`config.mk`:
```
export PLATFORM = sky130hd
export DESIGN_NAME = rtc_snapshot_seq
export DESIGN_NICKNAME = d
export VERILOG_FILES = /design/src/rtl/rtc_snap_pkg.sv /design/src/rtl/rtc_port_master.sv /design/src/rtl/rtc_gap_timer.sv /design/src/rtl/rtc_digit_stage.sv /design/src/rtl/rtc_year_window.sv /design/src/rtl/rtc_snapshot_seq.sv
export SDC_FILE = /design/constraint.sdc
export NUM_CORES = 1
export LEC_CHECK = 0
export CAP_MARGIN = 20
export CORE_UTILIZATION = 50
export CTS_CLUSTER_SIZE = 24
export DETAILED_ROUTE_END_ITERATION = 6
export DONT_BUFFER_PORTS = 1
export PLACE_DENSITY = 0.69
export SETUP_SLACK_MARGIN = 0.3
export SYNTH_ARGS = -nofsm -noshare
export SYNTH_HDL_FRONTEND = slang
export SYNTH_SLANG_ARGS = --single-unit
```
`constraint.sdc`:
```
create_clock -name clk -period 8.95 [get_ports clk]
set_input_delay 2.685 -clock clk [delete_from_list [all_inputs] [get_ports clk]]
set_output_delay 2.685 -clock clk [all_outputs]
set_load 0.05 [all_outputs]
```
`src/rtl/rtc_snap_pkg.sv`:
```
package rtc_snap_pkg;

  localparam int NUM_FIELDS = 6;
  localparam int NUM_READS  = 2 * NUM_FIELDS + 1;

  typedef enum logic [2:0] {
    ST_IDLE,
    ST_WR_CTRL,
    ST_RD_CTRL,
    ST_GAP,
    ST_FETCH,
    ST_COMMIT,
    ST_REPLY
  } seq_state_t;

  // Default register layout: digit pairs in field order, weekday placed
  // between hours and day, so the read order differs from address order.
  function automatic logic [NUM_READS*4-1:0] default_read_map();
    logic [NUM_READS*4-1:0] m;
    logic [3:0] a;
    m = '0;
    for (int i = 0; i < NUM_READS; i++) begin
      if (i == NUM_READS - 1)
        a = 4'd6;
      else if (i < 6)
        a = 4'(i);
      else
        a = 4'(i + 1);
      m[i*4 +: 4] = a;
    end
    return m;
  endfunction

endpackage

```
`src/rtl/rtc_port_master.sv`:
```
module rtc_port_master #(
  parameter int AW = 4,
  parameter int DW = 4
) (
  input  logic          clk,
  input  logic          rst_n,
  input  logic          start,
  input  logic          wr,
  input  logic [AW-1:0] addr,
  input  logic [DW-1:0] wdata,
  output logic          done,
  output logic [DW-1:0] rdata,
  output logic          rp_req,
  output logic          rp_write,
  output logic [AW-1:0] rp_addr,
  output logic [DW-1:0] rp_wdata,
  input  logic          rp_done,
  input  logic [DW-1:0] rp_rdata
);

  always_ff @(posedge clk) begin
    if (!rst_n) begin
      rp_req   <= 1'b0;
      rp_write <= 1'b0;
      rp_addr  <= '0;
      rp_wdata <= '0;
      done     <= 1'b0;
      rdata    <= '0;
    end else begin
      done <= 1'b0;
      if (rp_req) begin
        if (rp_done) begin
          rp_req <= 1'b0;
          done   <= 1'b1;
          rdata  <= rp_rdata;
        end
      end else if (start) begin
        rp_req   <= 1'b1;
        rp_write <= wr;
        rp_addr  <= addr;
        rp_wdata <= wdata;
      end
    end
  end

endmodule

```
`src/rtl/rtc_gap_timer.sv`:
```
module rtc_gap_timer #(
  parameter int WAIT = 8
) (
  input  logic clk,
  input  logic rst_n,
  input  logic start,
  output logic expired
);

  localparam int CW = $clog2(WAIT + 1);

  logic [CW-1:0] cnt;

  always_ff @(posedge clk) begin
    if (!rst_n)
      cnt <= '0;
    else if (start)
      cnt <= CW'(WAIT);
    else if (cnt != '0)
      cnt <= cnt - CW'(1);
  end

  assign expired = (cnt == CW'(1));

endmodule

```
`src/rtl/rtc_digit_stage.sv`:
```
module rtc_digit_stage #(
  parameter int NF = 6,
  parameter int DW = 4,
  parameter int FW = 8,
  parameter int SW = 4
) (
  input  logic             clk,
  input  logic             rst_n,
  input  logic             load,
  input  logic [SW-1:0]    step,
  input  logic [DW-1:0]    din,
  output logic [NF*FW-1:0] fields,
  output logic [DW-1:0]    wday
);

  for (genvar f = 0; f < NF; f++) begin : g_field
    logic [DW-1:0] ones_q;
    logic [FW-1:0] val_q;

    always_ff @(posedge clk) begin
      if (!rst_n) begin
        ones_q <= '0;
        val_q  <= '0;
      end else if (load && step == SW'(2*f)) begin
        ones_q <= din;
      end else if (load && step == SW'(2*f + 1)) begin
        val_q <= FW'(din) * FW'(10) + FW'(ones_q);
      end
    end

    assign fields[f*FW +: FW] = val_q;
  end

  always_ff @(posedge clk) begin
    if (!rst_n)
      wday <= '0;
    else if (load && step == SW'(2*NF))
      wday <= din;
  end

endmodule

```
`src/rtl/rtc_year_window.sv`:
```
module rtc_year_window #(
  parameter int FW    = 8,
  parameter int YW    = 12,
  parameter int CENT  = 1900,
  parameter int EPOCH = 1970
) (
  input  logic [FW-1:0] raw,
  output logic [YW-1:0] year
);

  logic [FW-1:0] two_dig;
  logic [YW-1:0] base_y;

  always_comb begin
    two_dig = raw % FW'(100);
    base_y  = YW'(CENT) + YW'(two_dig);
    year    = (base_y < YW'(EPOCH)) ? base_y + YW'(100) : base_y;
  end

endmodule

```
`src/rtl/rtc_snapshot_seq.sv`:
```
module rtc_snapshot_seq
  import rtc_snap_pkg::*;
#(
  parameter int AW         = 4,
  parameter int DW         = 4,
  parameter int FW         = 8,
  parameter int YW         = 12,
  parameter int MAX_TRIES  = 10,
  parameter int RETRY_WAIT = 8,
  parameter int BUSY_BIT   = 1,
  parameter logic [AW-1:0] CTRL_ADDR = 4'hD,
  parameter logic [DW-1:0] CTRL_BASE = 4'h4,
  parameter logic [NUM_READS*AW-1:0] READ_MAP = default_read_map(),
  parameter int CENT       = 1900,
  parameter int EPOCH      = 1970
) (
  input  logic          clk,
  input  logic          rst_n,
  input  logic          cmd_valid,
  output logic          cmd_ready,
  output logic          res_valid,
  input  logic          res_ready,
  output logic          res_err,
  output logic [FW-1:0] t_sec,
  output logic [FW-1:0] t_min,
  output logic [FW-1:0] t_hour,
  output logic [FW-1:0] t_day,
  output logic [FW-1:0] t_mon,
  output logic [YW-1:0] t_year,
  output logic [DW-1:0] t_wday,
  output logic          rp_ce,
  output logic          rp_req,
  output logic          rp_write,
  output logic [AW-1:0] rp_addr,
  output logic [DW-1:0] rp_wdata,
  input  logic          rp_done,
  input  logic [DW-1:0] rp_rdata
);

  localparam int TRY_W  = $clog2(MAX_TRIES + 1);
  localparam int STEP_W = $clog2(NUM_READS);
  localparam logic [STEP_W-1:0] LAST_STEP = STEP_W'(NUM_READS - 1);

  seq_state_t        state;
  logic [TRY_W-1:0]  tries;
  logic [STEP_W-1:0] step;
  logic              inflight;

  logic              pm_start, pm_wr, pm_done;
  logic [AW-1:0]     pm_addr;
  logic [DW-1:0]     pm_rdata;
  logic              gap_start, gap_expired;
  logic              busy_seen, last_try, access_state;
  logic [NUM_FIELDS*FW-1:0] stage_fields;
  logic [DW-1:0]     stage_wday;
  logic [YW-1:0]     year_full;

  // ---------------------------------------------------------------- access
  assign access_state = (state == ST_WR_CTRL) || (state == ST_RD_CTRL) ||
                        (state == ST_FETCH);
  assign pm_start  = access_state && !inflight;
  assign pm_wr     = (state == ST_WR_CTRL);
  assign pm_addr   = (state == ST_FETCH) ? READ_MAP[step*AW +: AW] : CTRL_ADDR;
  assign busy_seen = pm_rdata[BUSY_BIT];
  assign last_try  = (tries == TRY_W'(MAX_TRIES - 1));
  assign gap_start = (state == ST_RD_CTRL) && pm_done && busy_seen && !last_try;

  rtc_port_master #(.AW(AW), .DW(DW)) u_port (
    .clk      (clk),
    .rst_n    (rst_n),
    .start    (pm_start),
    .wr       (pm_wr),
    .addr     (pm_addr),
    .wdata    (CTRL_BASE),
    .done     (pm_done),
    .rdata    (pm_rdata),
    .rp_req   (rp_req),
    .rp_write (rp_write),
    .rp_addr  (rp_addr),
    .rp_wdata (rp_wdata),
    .rp_done  (rp_done),
    .rp_rdata (rp_rdata)
  );

  rtc_gap_timer #(.WAIT(RETRY_WAIT)) u_gap (
    .clk     (clk),
    .rst_n   (rst_n),
    .start   (gap_start),
    .expired (gap_expired)
  );

  rtc_digit_stage #(.NF(NUM_FIELDS), .DW(DW), .FW(FW), .SW(STEP_W)) u_stage (
    .clk    (clk),
    .rst_n  (rst_n),
    .load   (pm_done && state == ST_FETCH),
    .step   (step),
    .din    (pm_rdata),
    .fields (stage_fields),
    .wday   (stage_wday)
  );

  rtc_year_window #(.FW(FW), .YW(YW), .CENT(CENT), .EPOCH(EPOCH)) u_year (
    .raw  (stage_fields[5*FW +: FW]),
    .year (year_full)
  );

  always_ff @(posedge clk) begin
    if (!rst_n)
      inflight <= 1'b0;
    else if (pm_start)
      inflight <= 1'b1;
    else if (pm_done)
      inflight <= 1'b0;
  end

  // ------------------------------------------------------------ sequencing
  always_ff @(posedge clk) begin
    if (!rst_n) begin
      state   <= ST_IDLE;
      rp_ce   <= 1'b0;
      tries   <= '0;
      step    <= '0;
      res_err <= 1'b0;
      t_sec   <= '0;
      t_min   <= '0;
      t_hour  <= '0;
      t_day   <= '0;
      t_mon   <= '0;
      t_year  <= '0;
      t_wday  <= '0;
    end else begin
      case (state)
        ST_IDLE: begin
          if (cmd_valid) begin
            rp_ce <= 1'b1;
            tries <= '0;
            state <= ST_WR_CTRL;
          end
        end
        ST_WR_CTRL: begin
          if (pm_done) state <= ST_RD_CTRL;
        end
        ST_RD_CTRL: begin
          if (pm_done) begin
            if (busy_seen) begin
              rp_ce <= 1'b0;
              if (last_try) begin
                res_err <= 1'b1;
                state   <= ST_REPLY;
              end else begin
                tries <= tries + TRY_W'(1);
                state <= ST_GAP;
              end
            end else begin
              step  <= '0;
              state <= ST_FETCH;
            end
          end
        end
        ST_GAP: begin
          if (gap_expired) begin
            rp_ce <= 1'b1;
            state <= ST_WR_CTRL;
          end
        end
        ST_FETCH: begin
          if (pm_done) begin
            if (step == LAST_STEP) begin
              rp_ce <= 1'b0;
              state <= ST_COMMIT;
            end else begin
              step <= step + STEP_W'(1);
            end
          end
        end
        ST_COMMIT: begin
          t_sec   <= stage_fields[0*FW +: FW];
          t_min   <= stage_fields[1*FW +: FW];
          t_hour  <= stage_fields[2*FW +: FW];
          t_day   <= stage_fields[3*FW +: FW];
          t_mon   <= stage_fields[4*FW +: FW];
          t_year  <= year_full;
          t_wday  <= stage_wday;
          res_err <= 1'b0;
          state   <= ST_REPLY;
        end
        ST_REPLY: begin
          if (res_ready) state <= ST_IDLE;
        end
        default: state <= ST_IDLE;
      endcase
    end
  end

  assign cmd_ready = (state == ST_IDLE);
  assign res_valid = (state == ST_REPLY);

endmodule

```
Word level (Yosys, flattened, before mapping)
Cells that the tools add are included.
W data, S select, Z words.
{"block": "classes", "n_addsub": 11, "n_mul": 1, "div_mod_pow": 1, "n_lt_le_gt_ge": 1, "n_eq_ne": 32, "n_shift": 1, "n_mux": 41, "n_bitwise": 8, "reduce_logical": 46}
{"op": "$shiftx A52 B7 Y4 const A", "count": 1}
{"op": "$add A8 B4 Y8", "count": 6}
{"op": "$mux W4", "count": 11}
{"op": "$mux W3", "count": 9}
{"op": "$eq A4 B4 Y1 const B", "count": 6}
{"op": "$pmux W3 S7", "count": 1}
{"op": "$logic_and A1 B1 Y1", "count": 18}
{"op": "$reduce_and A2 Y1", "count": 9}
{"op": "$eq A4 B3 Y1 const B", "count": 4}
{"op": "$pmux W4 S2", "count": 2}
{"op": "$mux W1", "count": 15}
{"op": "$ne A2 B2 Y1 const B", "count": 7}
{"op": "$reduce_and A7 Y1", "count": 2}
{"op": "$add A11 B8 Y12 const A", "count": 1}
{"op": "$add A12 B7 Y12 const B", "count": 1}
{"op": "$lt A12 B11 Y1 const B", "count": 1}
{"op": "$mux W12", "count": 1}
{"op": "$ne A2 B1 Y1 const B", "count": 5}
{"op": "$reduce_and A5 Y1", "count": 2}
{"op": "$reduce_bool A2 Y1", "count": 5}
{"op": "$eq A3 B3 Y1 const B", "count": 3}
{"op": "$add A4 B1 Y4 const B", "count": 2}
{"op": "$eq A4 B1 Y1 const B", "count": 2}
{"op": "$eq A4 B2 Y1 const B", "count": 2}
{"op": "15 further kinds", "count": 26}
{"block": "totals", "reg_bits": 162, "in_bits": 9, "output_inout_bits": 70, "word_cells": 176}

Logic depth before layout (Yosys ltp)
{"block": "depth", "word_depth": 6, "depth_mapped": 14, "ltp_nobuf": 11}

By module
Synthesis repeated with hierarchy kept, for this count alone.
{"block": "hier_totals", "cells_unflattened": 1022, "area_unflattened_um2": 8805.9}
{"module": "rtc_digit_stage", "n_inst": 1, "cells_each": 426, "area_per_inst_um2": 3946.3, "seq_area_each_um2": 1521.5}
{"module": "rtc_snapshot_seq", "n_inst": 1, "cells_each": 386, "area_per_inst_um2": 3135.5, "seq_area_each_um2": 1401.3}
{"module": "rtc_year_window", "n_inst": 1, "cells_each": 125, "area_per_inst_um2": 923.4, "seq_area_each_um2": 0.0}
{"module": "rtc_port_master", "n_inst": 1, "cells_each": 63, "area_per_inst_um2": 581.8, "seq_area_each_um2": 300.3}
{"module": "rtc_gap_timer", "n_inst": 1, "cells_each": 22, "area_per_inst_um2": 219.0, "seq_area_each_um2": 80.1}

Worst setup path before layout
Ideal clock, no wire load.
{"block": "synth_path", "kind": "register to output", "from": "register state[2]", "to": "output cmd_ready", "arrival_ns": 1.692, "required_ns": 6.265, "path_slack_ns": 4.573, "stages_incl_launch_ff": 4, "n_path_buf": 2, "cell_sequence": "dfxtp_1 -> clkbuf_1 -> clkbuf_1 -> nor3_1"}
{"block": "synth_between", "elab_chain_len": 1}
{"element": "start: declaration", "line_no": "rtc_snapshot_seq.sv:44", "source": "seq_state_t state;"}
{"element": "start signal: assignment", "line_no": "rtc_snapshot_seq.sv:119", "source": "state <= ST_IDLE;"}
{"element": "start signal: assignment", "line_no": "rtc_snapshot_seq.sv:137", "source": "state <= ST_WR_CTRL;"}
{"element": "start signal: assignment", "line_no": "rtc_snapshot_seq.sv:141", "source": "if (pm_done) state <= ST_RD_CTRL;"}
{"element": "$logic_not A3 Y1", "line_no": "rtc_snapshot_seq.sv:195", "source": "assign cmd_ready = (state == ST_IDLE);"}
{"element": "end: declaration", "line_no": "rtc_snapshot_seq.sv:20", "source": "output logic cmd_ready,"}
No other way between the ends.

Worst setup path after layout
{"block": "layout_path", "from": "register state[2]", "to": "output res_valid"}
{"block": "layout_between", "elab_chain_len": 1}
{"element": "$eq A3 B3 Y1", "line_no": "rtc_snapshot_seq.sv:196", "source": "assign res_valid = (state == ST_REPLY);"}
{"element": "end: declaration", "line_no": "rtc_snapshot_seq.sv:21", "source": "output logic res_valid,"}
No other way between the ends.

==> results <==
- Sorting the synthesized cells by area gives the leading types as dfxtp_1 (39%), nand2_1 (7.3%), mux2i_1 (6.5%).
- The die covers 17200 um2.
- The reg-to-reg endpoint is t_year[3]$_SDFFE_PN0N_.
- The slowest stage of the critical path belongs to the cell dfxtp_1.
- The sink count of the clock tree is 162.
- The number of warnings reported in the yosys synthesis log is 0.
- The routed wire length is 17600 um.
- The H-tree generated during clock tree synthesis spans 4 levels.
- The count of standard-cell rows is 46.
- The largest delay contributor family on the critical path is flip-flops.
- The analysis attributes to cell leakage a power of 3.36 nW.
- The worst slew slack as a fraction of its limit is 36.3%.
- The ratio of routed vias to standard cells is 5.47.
- In this run the clock root is driven by a clkbuf_16.
- The launch point of the critical path is state[2]$_SDFFE_PN0P_.
- The switching fraction of total power is 29.0%.
- The average instance in the mapped netlist occupies 8.72 um2.
- The share of cells above drive strength 1 is 5.95%.
- The setup total negative slack is 0 ps.
- The placed wire-length estimate after detailed placement is 11300 um.
- The slew at the pin closest to its max-slew limit is 953 ps.
- In this run, the combinational gates consume 13.7% of the power.
- In this run the horizontal extent of the chip is 131 um.
- IR analysis of the VDD net gives a maximum drop of 210 uV.
- The cell area that synthesis handed to floorplanning was 8320 um2.
- Sequential cells account for 45.2% of the total power.
- Leaving out fill and tap cells, the most frequent cells in the layout are dfxtp_1 (162), nand2_1 (160), nor2b_1 (73).
- Setup repair after global routing left no endpoint under its margin.
- The area growth from synthesis to layout is 8.29%.
- Clock-pin slew was measured on the worst setup and hold paths at 60 ps.
- The depth of the worst register-to-register path is 10.
- The required time of the critical path is 6270 ps.
- Counting I/O delays and the setup requirement, the final critical path takes 4330 ps.
- The number of antenna repair diodes is 0.
- The TritonCTS clock tree is built.
- The number of filler cells placed in the layout is 1439.
- The via count of the routed design is 6241.
- The worst endpoint data arrival time is 1650 ps.
- After detailed routing, the number of remaining DRC violations is 0.
- Summed over all layers, the global routing overflow is 0.
- Walking the worst path, the cells encountered are and3b_1.
- Entering global routing, the biggest net connects 160 pins.
- Of all cell types, the one taking the most synthesized area is dfxtp_1.
- The number of resized instances in the post-cts repair step is 0.
- The worst reg-to-reg setup slack is 5320 ps.
- The maximum fanout along the worst path is 17.
- The most used flip-flop cell after synthesis is dfxtp_1.
- Clock skew on the completed layout was measured at 10.1 ps.
- After technology mapping, the gate count stands at 954.
- The worst path uses 48.4% of the clock period.
- At the end of routability-driven placement, the weighted congestion stood at 0.833.
- The total routing resource utilization after global routing is 21.3%.
- The pre-CTS setup slack is 4940 ps.
- The initial antenna violation count is 0.
- Internal power comes to 1.34 mW.
- The hold buffer count at cts is 0.
- The run finished with clean final reports.
- The netlist uses 68 different library cells.
- In this run the vertical extent of the chip is 131 um.
- STA classifies the critical path startpoint as a flip-flop.
- After the first detailed-routing iteration, the DRC count stood at 397.
- The switching power summed over all nets is 546 uW.
- The initial standard-cell utilization of the core is 51.8%.
- In this run the number of cells on the critical path is 1.
- Setup violations remaining at the end of the flow were counted as 0.
- The number of buffers and inverters on the critical path is 0.
- The class of the tightest hold or removal check is flip-flop to flip-flop.
- The most critical setup path has its endpoint at res_valid.
- The count of flip-flops with a built-in enable after synthesis is 0.
- Across the run, the number of max-cap violations was 0.
- The top-level I/O count is 79.
- After synthesis, the share of flip-flops with an asynchronous set or reset is 0%.
- In the final routed layout, each cell accounts on average for 15.4 um.
- The pre-antenna-repair detailed-routing pass consisted of 4 iterations.
- The clock group share of total power is 41.1%.
- Buffers inserted during clock tree synthesis total 17.
- The post-route antenna net violation count is 0.
- After the last flow step, the layout net total stands at 966.
- The worst register-to-register path begins at u_stage.g_field[5].val_q[4]$_SDFFE_PN0P_.
- The most common cell after layout, fill and taps aside is dfxtp_1.
- The post-synthesis sequential area ratio is 39.0%.
- STA classifies the critical path endpoint as an output pin.
- The worst setup margin is 4620 ps.
- The count of endpoints failing hold in the final timing report was 0.
- The share of the synthesized area in the top cell type is 39.0%.
- The later pin in the worst-skew pair is clocked with a latency of 430 ps.
- Input and output buffers added on the ports amount to 0.
- The first global-routing pass estimated 28300 um of wire.
- Dividing total power by cell area gives a power density of 209 nW/um2.
- The count of pins over their slew limit was 0.
- The total area inside the core boundary comes to 16100 um2.
- In this run the post-CTS setup repair buffer count came out at 0.
- Static timing analysis puts the maximum clock frequency at 231 MHz.
- The flip-flop and latch count after synthesis is 162.
- The number of global-route vias before repair was 5640.
- The category of the critical setup timing path is flip-flop to output pin.
- Counting along the longest clock path gives a buffer depth of 2.
- The largest stage delay on the critical path is 670 ps.
## state kept, by name, indices dropped and copies added, names as in the netlist, 3 cells and up
register and count:
u_stage.g_field.val_q 48, u_stage.g_field.ones_q 24, t_year 12, t_day 8, t_hour 8, t_min 8
t_mon 8, t_sec 8, step 4, t_wday 4, tries 4, u_gap.cnt 4
u_port.rdata 4, u_port.rp_addr 4, u_stage.wday 4, state 3
## synth_stat cells (2+ instances only)
cell       instances
clkbuf_1          48
nand3b_1           5
a32o_1             3
ha_1              37
a22oi_1            4
mux2i_1           54
and2_1             5
xor2_1            12
nor2_1            60
o21bai_1           2
a31oi_1            5
and3_4             2
o21a_1             5
a21boi_0          63
xnor2_1           20
nand3_1           14
nor3b_1            6
o22ai_1            3
o221a_2            2
or2_2              3
o211a_1           21
and3_1             3
o211ai_2           2
o311a_1            2
fa_1               7
nand2b_1           8
a21oi_1           22
or3_1              5
o21ai_0           31
a32oi_1            3
a21bo_2            2
nand4_1            4
nor3_1            12
nand2_1          161
dfxtp_1          162
o211ai_1           2
nor2b_1           73
a21o_1             7
and3b_1            2
buf_1              7
inv_1             24
buf_2              8
buf_4              3
a211oi_1           5
o2111ai_1          2
## final cells by class
| cell class | instances | area (um2) | share of cell area (%) |
|---|---|---|---|
| clock buffers | 20 | 447 | 4.96 |
| clock inverters | 11 | 179 | 1.99 |
| well taps | 216 | 270 | 3.00 |
| flip-flops and latches | 162 | 3240 | 36.0 |
| repair buffers | 5 | 57.6 | 0.639 |
| inverters | 24 | 90.1 | 1.00 |
| multi-input cells | 703 | 4720 | 52.4 |
## routing by layer
layer / global-route usage [%] / vias up / wire (um)
li1: - / 3178 / -
met1: 29.3 / 2922 / 8810
met2: 32.7 / 124 / 7680
met3: 5.42 / 17 / 896
met4: 6.49 / 0 / 187
met5: 0 / - / 0
## worst min path at each step
stage | to | cells after the start | slack, ps | from
3_5_place_dp | t_mon[3]$_SDFFE_PN0N_ | 2 | 460 | u_stage.g_field[4].val_q[3]$_SDFFE_PN0P_
3_3_place_gp | t_mon[3]$_SDFFE_PN0N_ | 2 | 450 | u_stage.g_field[4].val_q[3]$_SDFFE_PN0P_
4_1_cts | t_hour[7]$_SDFFE_PN0N_ | 2 | 470 | u_stage.g_field[2].val_q[7]$_SDFFE_PN0P_
6_report | t_mon[3]$_SDFFE_PN0N_ | 2 | 460 | u_stage.g_field[4].val_q[3]$_SDFFE_PN0P_
5_1_grt | t_hour[6]$_SDFFE_PN0N_ | 2 | 490 | u_stage.g_field[2].val_q[6]$_SDFFE_PN0P_
2_1_floorplan | t_wday[3]$_SDFFE_PN0N_ | 2 | 440 | u_stage.wday[3]$_SDFFE_PN0P_
## kinds of logic (layout without fill, tap and decap cells)
group | count (synthesis) | after routing | share of synthesized area (%)
AOI/OAI and AO/OA | 198 | 198 | 17.6
xor gates and xnor gates | 32 | 32 | 3.37
adders and majority gates | 44 | 44 | 7.25
buffers and inverters | 91 | 60 | 4.45
DFF | 162 | 162 | 39.0
muxes | 55 | 55 | 6.77
other | 1 | 3 | 0.0451
and+or+nand+nor | 371 | 371 | 21.5
## power groups by stage
stage,registers (mW),logic [mW],clock network [mW]
after floorplan,0.841,0.224,0
after global placement,0.866,0.251,0
after detailed placement,0.867,0.253,0
after CTS,0.851,0.257,0.791
after global routing,0.859,0.288,0.816
final,0.851,0.258,0.775
## through the flow
step	instance area (um2)	std cells	total power, mW	util (%)	hold slack, ps
after floorplan	8330	956	1.07	-	437
after global placement	8350	1109	1.12	52.0	454
after detailed placement	8350	1109	1.12	52.0	461
after CTS	8980	1140	1.90	55.9	468
after global routing	9010	1141	1.96	56.1	489
final	9010	1141	1.88	56.1	464
No activity file was read; power rests on OpenSTA's default activity.
